==> src/rtl/spwm_pkg.sv <==
// Package: shared sizing helpers for the segmented pulse driver.
// Assumes UPPER_W >= 1 and BLANK_CYC >= 0.
package spwm_pkg;

    // Number of grey-scale counts in one segment (active window plus dead time).
    function automatic int seg_len(input int upper_w, input int blank_cyc);
        return (1 << upper_w) + blank_cyc;
    endfunction

    // Width of a counter that can hold every segment position and the value seg_len.
    function automatic int pos_width(input int upper_w, input int blank_cyc);
        return $clog2(seg_len(upper_w, blank_cyc) + 1);
    endfunction

endpackage

==> src/rtl/spwm_timebase.sv <==
// Module: spwm_timebase
// Tracks the position inside a segment and the segment index inside a period.
// Produces the segment strobe, the end-of-segment flag and the period boundary
// pulse. The boundary is either an external restart or the wrap after the last
// segment. Assumes LOWER_W >= 2 and clk is the grey-scale clock.
module spwm_timebase #(
    parameter int UPPER_W   = 9,
    parameter int LOWER_W   = 7,
    parameter int BLANK_CYC = 2,
    parameter int POS_W     = spwm_pkg::pos_width(UPPER_W, BLANK_CYC)
) (
    input  logic             clk,
    input  logic             rst_n,
    input  logic             period_start,
    output logic             running,
    output logic [POS_W-1:0] pos,
    output logic             seg_end,
    output logic             period_load,
    output logic             seg_strobe
);
    localparam int SEG_LEN = spwm_pkg::seg_len(UPPER_W, BLANK_CYC);

    logic               running_q;
    logic [POS_W-1:0]   pos_q;
    logic [LOWER_W-1:0] seg_q;

    // Decode segment and period boundaries from the counters.
    always_comb begin
        seg_end     = running_q && (pos_q == POS_W'(SEG_LEN - 1));
        period_load = period_start || (seg_end && (&seg_q));
        seg_strobe  = running_q && (pos_q == '0);
        running     = running_q;
        pos         = pos_q;
    end

    // Advance position and segment counters; a restart strobe clears both.
    always_ff @(posedge clk) begin
        if (!rst_n) begin
            running_q <= 1'b0;
            pos_q     <= '0;
            seg_q     <= '0;
        end else if (period_start) begin
            running_q <= 1'b1;
            pos_q     <= '0;
            seg_q     <= '0;
        end else if (running_q) begin
            if (seg_end) begin
                pos_q <= '0;
                seg_q <= seg_q + 1'b1;
            end else begin
                pos_q <= pos_q + 1'b1;
            end
        end
    end

    AST_POS_RANGE: assert property (@(posedge clk) disable iff (!rst_n)
        pos_q < POS_W'(SEG_LEN));
    AST_STROBE_SINGLE: assert property (@(posedge clk) disable iff (!rst_n)
        seg_strobe |=> !seg_strobe);
    AST_RESTART_ZERO: assert property (@(posedge clk) disable iff (!rst_n)
        period_start |=> (running_q && pos_q == '0 && seg_q == '0));
    AST_WRAP_ZERO: assert property (@(posedge clk) disable iff (!rst_n)
        (seg_end && (&seg_q)) |=> (seg_q == '0 && pos_q == '0));

endmodule

==> src/rtl/spwm_channel.sv <==
// Module: spwm_channel
// One LED channel. Holds a code in a holding register and an active copy of it.
// The active copy is loaded at each period boundary. A remainder counter starts
// at the lower field and drops by one at every segment end. Each segment's
// pulse is the upper field, plus one while the remainder is non-zero.
// Assumes the timebase guarantees that pos never reaches SEG_LEN.
module spwm_channel #(
    parameter int UPPER_W = 9,
    parameter int LOWER_W = 7,
    parameter int POS_W   = 10
) (
    input  logic                       clk,
    input  logic                       rst_n,
    input  logic                       wr_en,
    input  logic [UPPER_W+LOWER_W-1:0] wr_code,
    input  logic                       period_load,
    input  logic                       seg_end,
    input  logic                       running,
    input  logic [POS_W-1:0]           pos,
    output logic                       on
);
    localparam int CODE_W = UPPER_W + LOWER_W;

    logic [CODE_W-1:0]  shadow_q;
    logic [UPPER_W-1:0] upper_q;
    logic [LOWER_W-1:0] rem_q;
    logic               extra;
    logic [POS_W-1:0]   width;

    // Holding register: takes every write addressed to this channel.
    always_ff @(posedge clk) begin
        if (!rst_n) begin
            shadow_q <= '0;
        end else if (wr_en) begin
            shadow_q <= wr_code;
        end
    end

    // Active code: reload at a period boundary; otherwise spend the remainder segment by segment.
    always_ff @(posedge clk) begin
        if (!rst_n) begin
            upper_q <= '0;
            rem_q   <= '0;
        end else if (period_load) begin
            upper_q <= shadow_q[CODE_W-1:LOWER_W];
            rem_q   <= shadow_q[LOWER_W-1:0];
        end else if (seg_end && (rem_q != '0)) begin
            rem_q <= rem_q - 1'b1;
        end
    end

    // Pulse width of this segment, and the channel enable from the segment position.
    always_comb begin
        extra = (rem_q != '0);
        width = POS_W'(upper_q) + POS_W'(extra);
        on    = running && (pos < width);
    end

    AST_DARK_IDLE: assert property (@(posedge clk) disable iff (!rst_n)
        !running |-> !on);
    AST_BLANK_OFF: assert property (@(posedge clk) disable iff (!rst_n)
        (pos >= POS_W'(1 << UPPER_W)) |-> !on);
    AST_REM_NO_RISE: assert property (@(posedge clk) disable iff (!rst_n)
        !period_load |=> (rem_q <= $past(rem_q)));
    AST_ACTIVE_HOLD: assert property (@(posedge clk) disable iff (!rst_n)
        !period_load |=> $stable(upper_q));

endmodule

==> src/rtl/spwm_pixel_driver.sv <==
// Module: spwm_pixel_driver (top)
// Segmented grey-scale pulse driver for a bank of LED channels. One shared
// timebase drives CHANNELS copies of the channel logic. Writes are steered to
// a single channel by index. Assumes LOWER_W >= 2 and that clk is the
// grey-scale clock.
module spwm_pixel_driver #(
    parameter int UPPER_W   = 9,
    parameter int LOWER_W   = 7,
    parameter int BLANK_CYC = 2,
    parameter int CHANNELS  = 4
) (
    input  logic                                          clk,
    input  logic                                          rst_n,
    input  logic                                          period_start,
    input  logic                                          code_wr_en,
    input  logic [$clog2(CHANNELS > 1 ? CHANNELS : 2)-1:0] code_wr_sel,
    input  logic [UPPER_W+LOWER_W-1:0]                    code_wr_data,
    output logic [CHANNELS-1:0]                           chan_on,
    output logic                                          seg_strobe
);
    localparam int SEL_W = $clog2(CHANNELS > 1 ? CHANNELS : 2);
    localparam int POS_W = spwm_pkg::pos_width(UPPER_W, BLANK_CYC);

    logic             running;
    logic [POS_W-1:0] pos;
    logic             seg_end;
    logic             period_load;

    spwm_timebase #(
        .UPPER_W  (UPPER_W),
        .LOWER_W  (LOWER_W),
        .BLANK_CYC(BLANK_CYC),
        .POS_W    (POS_W)
    ) u_timebase (
        .clk         (clk),
        .rst_n       (rst_n),
        .period_start(period_start),
        .running     (running),
        .pos         (pos),
        .seg_end     (seg_end),
        .period_load (period_load),
        .seg_strobe  (seg_strobe)
    );

    // One channel instance per output, each with its own write select.
    for (genvar i = 0; i < CHANNELS; i++) begin : g_chan
        logic wr_hit;

        // Steer the write to this channel when the index matches.
        always_comb wr_hit = code_wr_en && (code_wr_sel == SEL_W'(i));

        spwm_channel #(
            .UPPER_W(UPPER_W),
            .LOWER_W(LOWER_W),
            .POS_W  (POS_W)
        ) u_chan (
            .clk        (clk),
            .rst_n      (rst_n),
            .wr_en      (wr_hit),
            .wr_code    (code_wr_data),
            .period_load(period_load),
            .seg_end    (seg_end),
            .running    (running),
            .pos        (pos),
            .on         (chan_on[i])
        );
    end

    AST_START_STROBE: assert property (@(posedge clk) disable iff (!rst_n)
        period_start |=> seg_strobe);
    AST_STROBE_DARK_PRE: assert property (@(posedge clk) disable iff (!rst_n)
        !running |-> (!seg_strobe && chan_on == '0));

endmodule

==> config.mk <==
export PLATFORM = sky130hd
export DESIGN_NAME = spwm_pixel_driver
export DESIGN_NICKNAME = d
export VERILOG_FILES = /design/src/rtl/spwm_pkg.sv /design/src/rtl/spwm_timebase.sv /design/src/rtl/spwm_channel.sv /design/src/rtl/spwm_pixel_driver.sv
export SDC_FILE = /design/constraint.sdc
export NUM_CORES = 1
export LEC_CHECK = 0
export ABC_CLOCK_PERIOD_IN_PS = 3700
export BUFFER_PORTS_ARGS = -buffer_cell sky130_fd_sc_hd__buf_2
export CORE_ASPECT_RATIO = 0.8
export CORE_MARGIN = 5
export CORE_UTILIZATION = 45
export DETAILED_ROUTE_END_ITERATION = 6
export PLACE_DENSITY = 0.71
export SETUP_SLACK_MARGIN = 0.15
export SLEW_MARGIN = 20
export SYNTH_ARGS = -nofsm -noshare
export SYNTH_HDL_FRONTEND = slang
export SYNTH_SLANG_ARGS = --single-unit
==> constraint.sdc <==
create_clock -name clk -period 3.7 [get_ports clk]
set_input_delay 0.925 -clock clk [delete_from_list [all_inputs] [get_ports clk]]
set_output_delay 0.925 -clock clk [all_outputs]
set_load 0.01 [all_outputs]
==> metrics.csv <==
stage;metric;value;unit
setup_path;CP Capture Type;primary output;
die;I/O pin count;27;
cts;clock slew at reported path FFs;0.06;ns
timing;Final Hold Vio Count;0;
route;Top Metal Used;met4;
placed_design;I/O Buffers;26;
timing;setup TNS;-0.409;ns
die;Die ar.;19500;um2
grt;initial antenna violation count;0;
logic_synthesis;Post-synth EDFFs;0;
route;total number of vias;6934;
logic_synthesis;most frequent cell after synthesis;nand2_1;
logic_synthesis;top cells by count, synth;nand2_1 (232), dfxtp_1 (146), a21oi_1 (123);
power_and_ir_drop;Pwr Total;3.80;mW
cts;TritonCTS clock tree;yes;
setup_path;crit path DAT;2.94;ns
timing;Slew @ Worst Pin;0.883;ns
cts;cts hold-fix bufs;0;
setup_path;R2R setup slack;0.03;ns
power_and_ir_drop;Reg power frac;43.3;%
route;DRC Markers;0;
route;antenna viol nets, final;0;
cts;clock sinks;146;
timing;setup slack after layout;-0.164;ns
grt;overall fraction of global-route tracks in use;21.5;%
setup_path;slowest CP cell;dfxtp_2;
logic_synthesis;Synth top area share;38.6;%
min_path;Worst Hold Class;flop to flop;
timing;Rel. slew slack;41.2;%
setup_path;CP peak stage delay;0.34;ns
timing;clk_skew;0.0155;ns
grt;largest net degree at the start of global routing;122;
die;chip height;126;um
route;Met2 Wirelength;9600;um
finish;P&R area growth vs syn;24.3;%
timing;RSZ-0062 raised after global routing;true;
setup_path;CP max FO;3;
logic_synthesis;post-synthesis async set-or-reset flop share;0;%
grt;first-pass GRT wire length;33600;um
run_status;status;finished with violations;
setup_path;worst path cell trace;nor3_4 -> and3_4 -> inv_4 -> ha_4 -> ha_4 -> nand3_2 -> xor2_1 -> ha_2 -> o21a_1 -> o211ai_1 -> o21ai_1 -> a31oi_1 -> buf_2;
placed_design;gpl congestion;0.865;
die;Cell Rows;42;
die;Initial Util;45.8;%
logic_synthesis;Yosys reg bits;146;
power_and_ir_drop;Net Sw Frac;27.0;%
finish;ratio of cells with drive above 1 in the final layout;22.1;%
timing;fin crit period;3.86;ns
logic_synthesis;Top FF cell, synth;dfxtp_1;
power_and_ir_drop;Comb pwr share;11.8;%
finish;Reg area;2950;um2
setup_path;Worst Path Required;2.77;ns
setup_path;CP Class;flop to primary output;
die;core area;16600;um2
route;final wirelength;21400;um
power_and_ir_drop;internal power;2.78;mW
logic_synthesis;cell taking the most area after synthesis;dfxtp_1;
logic_synthesis;sequential share of the synthesized area;38.6;%
route;first drt pass iteration count;5;
run_status;failing checks;setup timing;
timing;# setup viols final;4;
setup_path;Top cell by count, worst path;ha_4;
power_and_ir_drop;pwr dens;404;nW/um2
timing;Achievable Freq;0.259;GHz
finish;area of the multi-input gates;4680;um2
cts;Worst-Skew Late Latency;0.44;ns
finish;n_diodes;0;
power_and_ir_drop;Clock Power Share;44.9;%
timing;period utilization;104;%
logic_synthesis;Cell variety after synth;50;
route;DRT iter0 DRCs;511;
finish;nets@finish;1078;
cts;CTS root buf;clkbuf_16;
logic_synthesis;Syn. warnings;0;
logic_synthesis;Post-Syn Area;7570;um2
timing;Hold WS;0.454;ns
job;max cap viols;0;
cts;clk buf depth;2;
cts;H-tree depth;4;
route;DR WL/cell;17.3;um
route;M1 wire length;9910;um
route;Vias/cell;5.62;
finish;Fill cells;1461;
die;Die X;155;um
logic_synthesis;Syn Nets;1009;
route;met3 WL;1360;um
power_and_ir_drop;VDD IR-drop max;0.345;mV
logic_synthesis;Post-Syn Instances;931;
grt;grt ovf;0;
logic_synthesis;syn_area_per_cell;8.13;um2
grt;vias in the first global route;6506;
placed_design;placed wire-length estimate;12800;um
setup_path;Startpoint Class;flop;
cts;CTS buffer count;17;
timing;Final Max Slew Viols;0;
logic_synthesis;Area contributors post-synth;dfxtp_1 (39%), nand2_1 (11%), ha_1 (9.3%), a21oi_1 (8.1%), xor2_1 (3.8%);
power_and_ir_drop;Leak;3.44;nW
power_and_ir_drop;Net Sw Power;1.03;mW
-- power groups by stage --
stage | combinational (mW) | sequential (mW) | clock (mW)
floorplan | 0.239 | 1.67 | 0
global placement | 0.356 | 1.67 | 0
detailed placement | 0.357 | 1.68 | 0
CTS | 0.410 | 1.64 | 1.73
global route | 0.486 | 1.65 | 1.81
finish | 0.450 | 1.65 | 1.71
-- path summary, 6_finish.rpt --
kind,start,endpoint,depth (start not counted)
hold reg to reg,g_chan[1].u_chan.shadow_q[7],g_chan[1].u_chan.shadow_q[7],2
setup reg to reg,g_chan[2].u_chan.rem_q[0],g_chan[2].u_chan.rem_q[4],30
hold / removal,g_chan[1].u_chan.shadow_q[7],g_chan[1].u_chan.shadow_q[7],2
setup / recovery,g_chan[2].u_chan.rem_q[4],chan_on[2],13
-- sequential cells by signal (all words and copies together), names as in the netlist --
name and cells:
g_chan.u_chan.rem_q 28, g_chan.u_chan.shadow_q 64, g_chan.u_chan.upper_q 36, u_timebase.pos 10, u_timebase.running 1, u_timebase.seg_q 7
-- cell families after synthesis --
logic type / synth area share, %
fa+ha+maj: 9.25
buf+inv: 4.51
mux: 0.661
simple gates: 24.2
flops: 38.6
compound gates: 17.5
xor+xnor: 5.32
-- routing by layer --
metal	up-vias	track usage, %
met2	240	33.8
li1	3401	-
met5	-	0
met3	37	4.56
met4	0	6.18
met1	3256	29.9
-- cell type report --
type,count,share of cell area (%)
Tap cell,220,2.92
Clock inverter,14,1.57
Clock buffer,18,4.67
Timing Repair Buffer,101,8.67
Sequential cell,146,31.3
Multi-Input combinational cell,708,49.7
Inverter,26,1.16
-- critical path: cells and delay by family (launching register included) --
kind	cells	cell delay, ns
adder cells (fa/ha/maj)	3	0.60
XOR/XNOR	1	0.15
AND/OR/NAND/NOR	3	0.57
flip-flops	1	0.34
buffers and inverters	2	0.22
AO/OA/AOI/OAI	4	0.60
-- layout by cell type (no fill, tap or decap), types with 6 or more instances in the layout --
cell type,count
and3_1,11
a32oi_1,12
nand2_1,232
buf_2,26
nand4_1,6
dfxtp_1,130
o21ai_1,8
nor2_1,32
a31oi_1,8
a22oi_1,12
buf_4,47
xnor2_1,10
nand3_1,27
nand2b_1,12
ha_2,7
a21oi_1,123
nor4_1,6
dfxtp_2,15
o21a_1,8
nand3b_1,9
inv_1,14
and3_4,8
clkbuf_16,17
or3_1,9
xor2_1,33
ha_1,40
o21ai_0,11
inv_2,7
ha_4,9
buf_6,26
-- metrics by stage --
stage          area [um2]  setup slack (ns)  util (%)  std cells
6_report             9410            -0.164      56.9       1233
5_1_grt              9410            -0.271      56.9       1233
4_1_cts              9150            -0.126      55.3       1225
3_5_place_dp         8040            0.0343      48.6       1157
3_3_place_gp         8040            0.0848      48.6       1157
2_1_floorplan        7610             0.137         -        931
-- what timing repair did --
item	4_1_cts	5_1_grt
gates resized for setup	73	48
pin swaps	21	20
gates cloned	0	0
setup buffers	36	8
endpoints found under the hold margin	0	0
setup endpoints to repair	4	7
No activity file was read; power rests on OpenSTA's default activity.
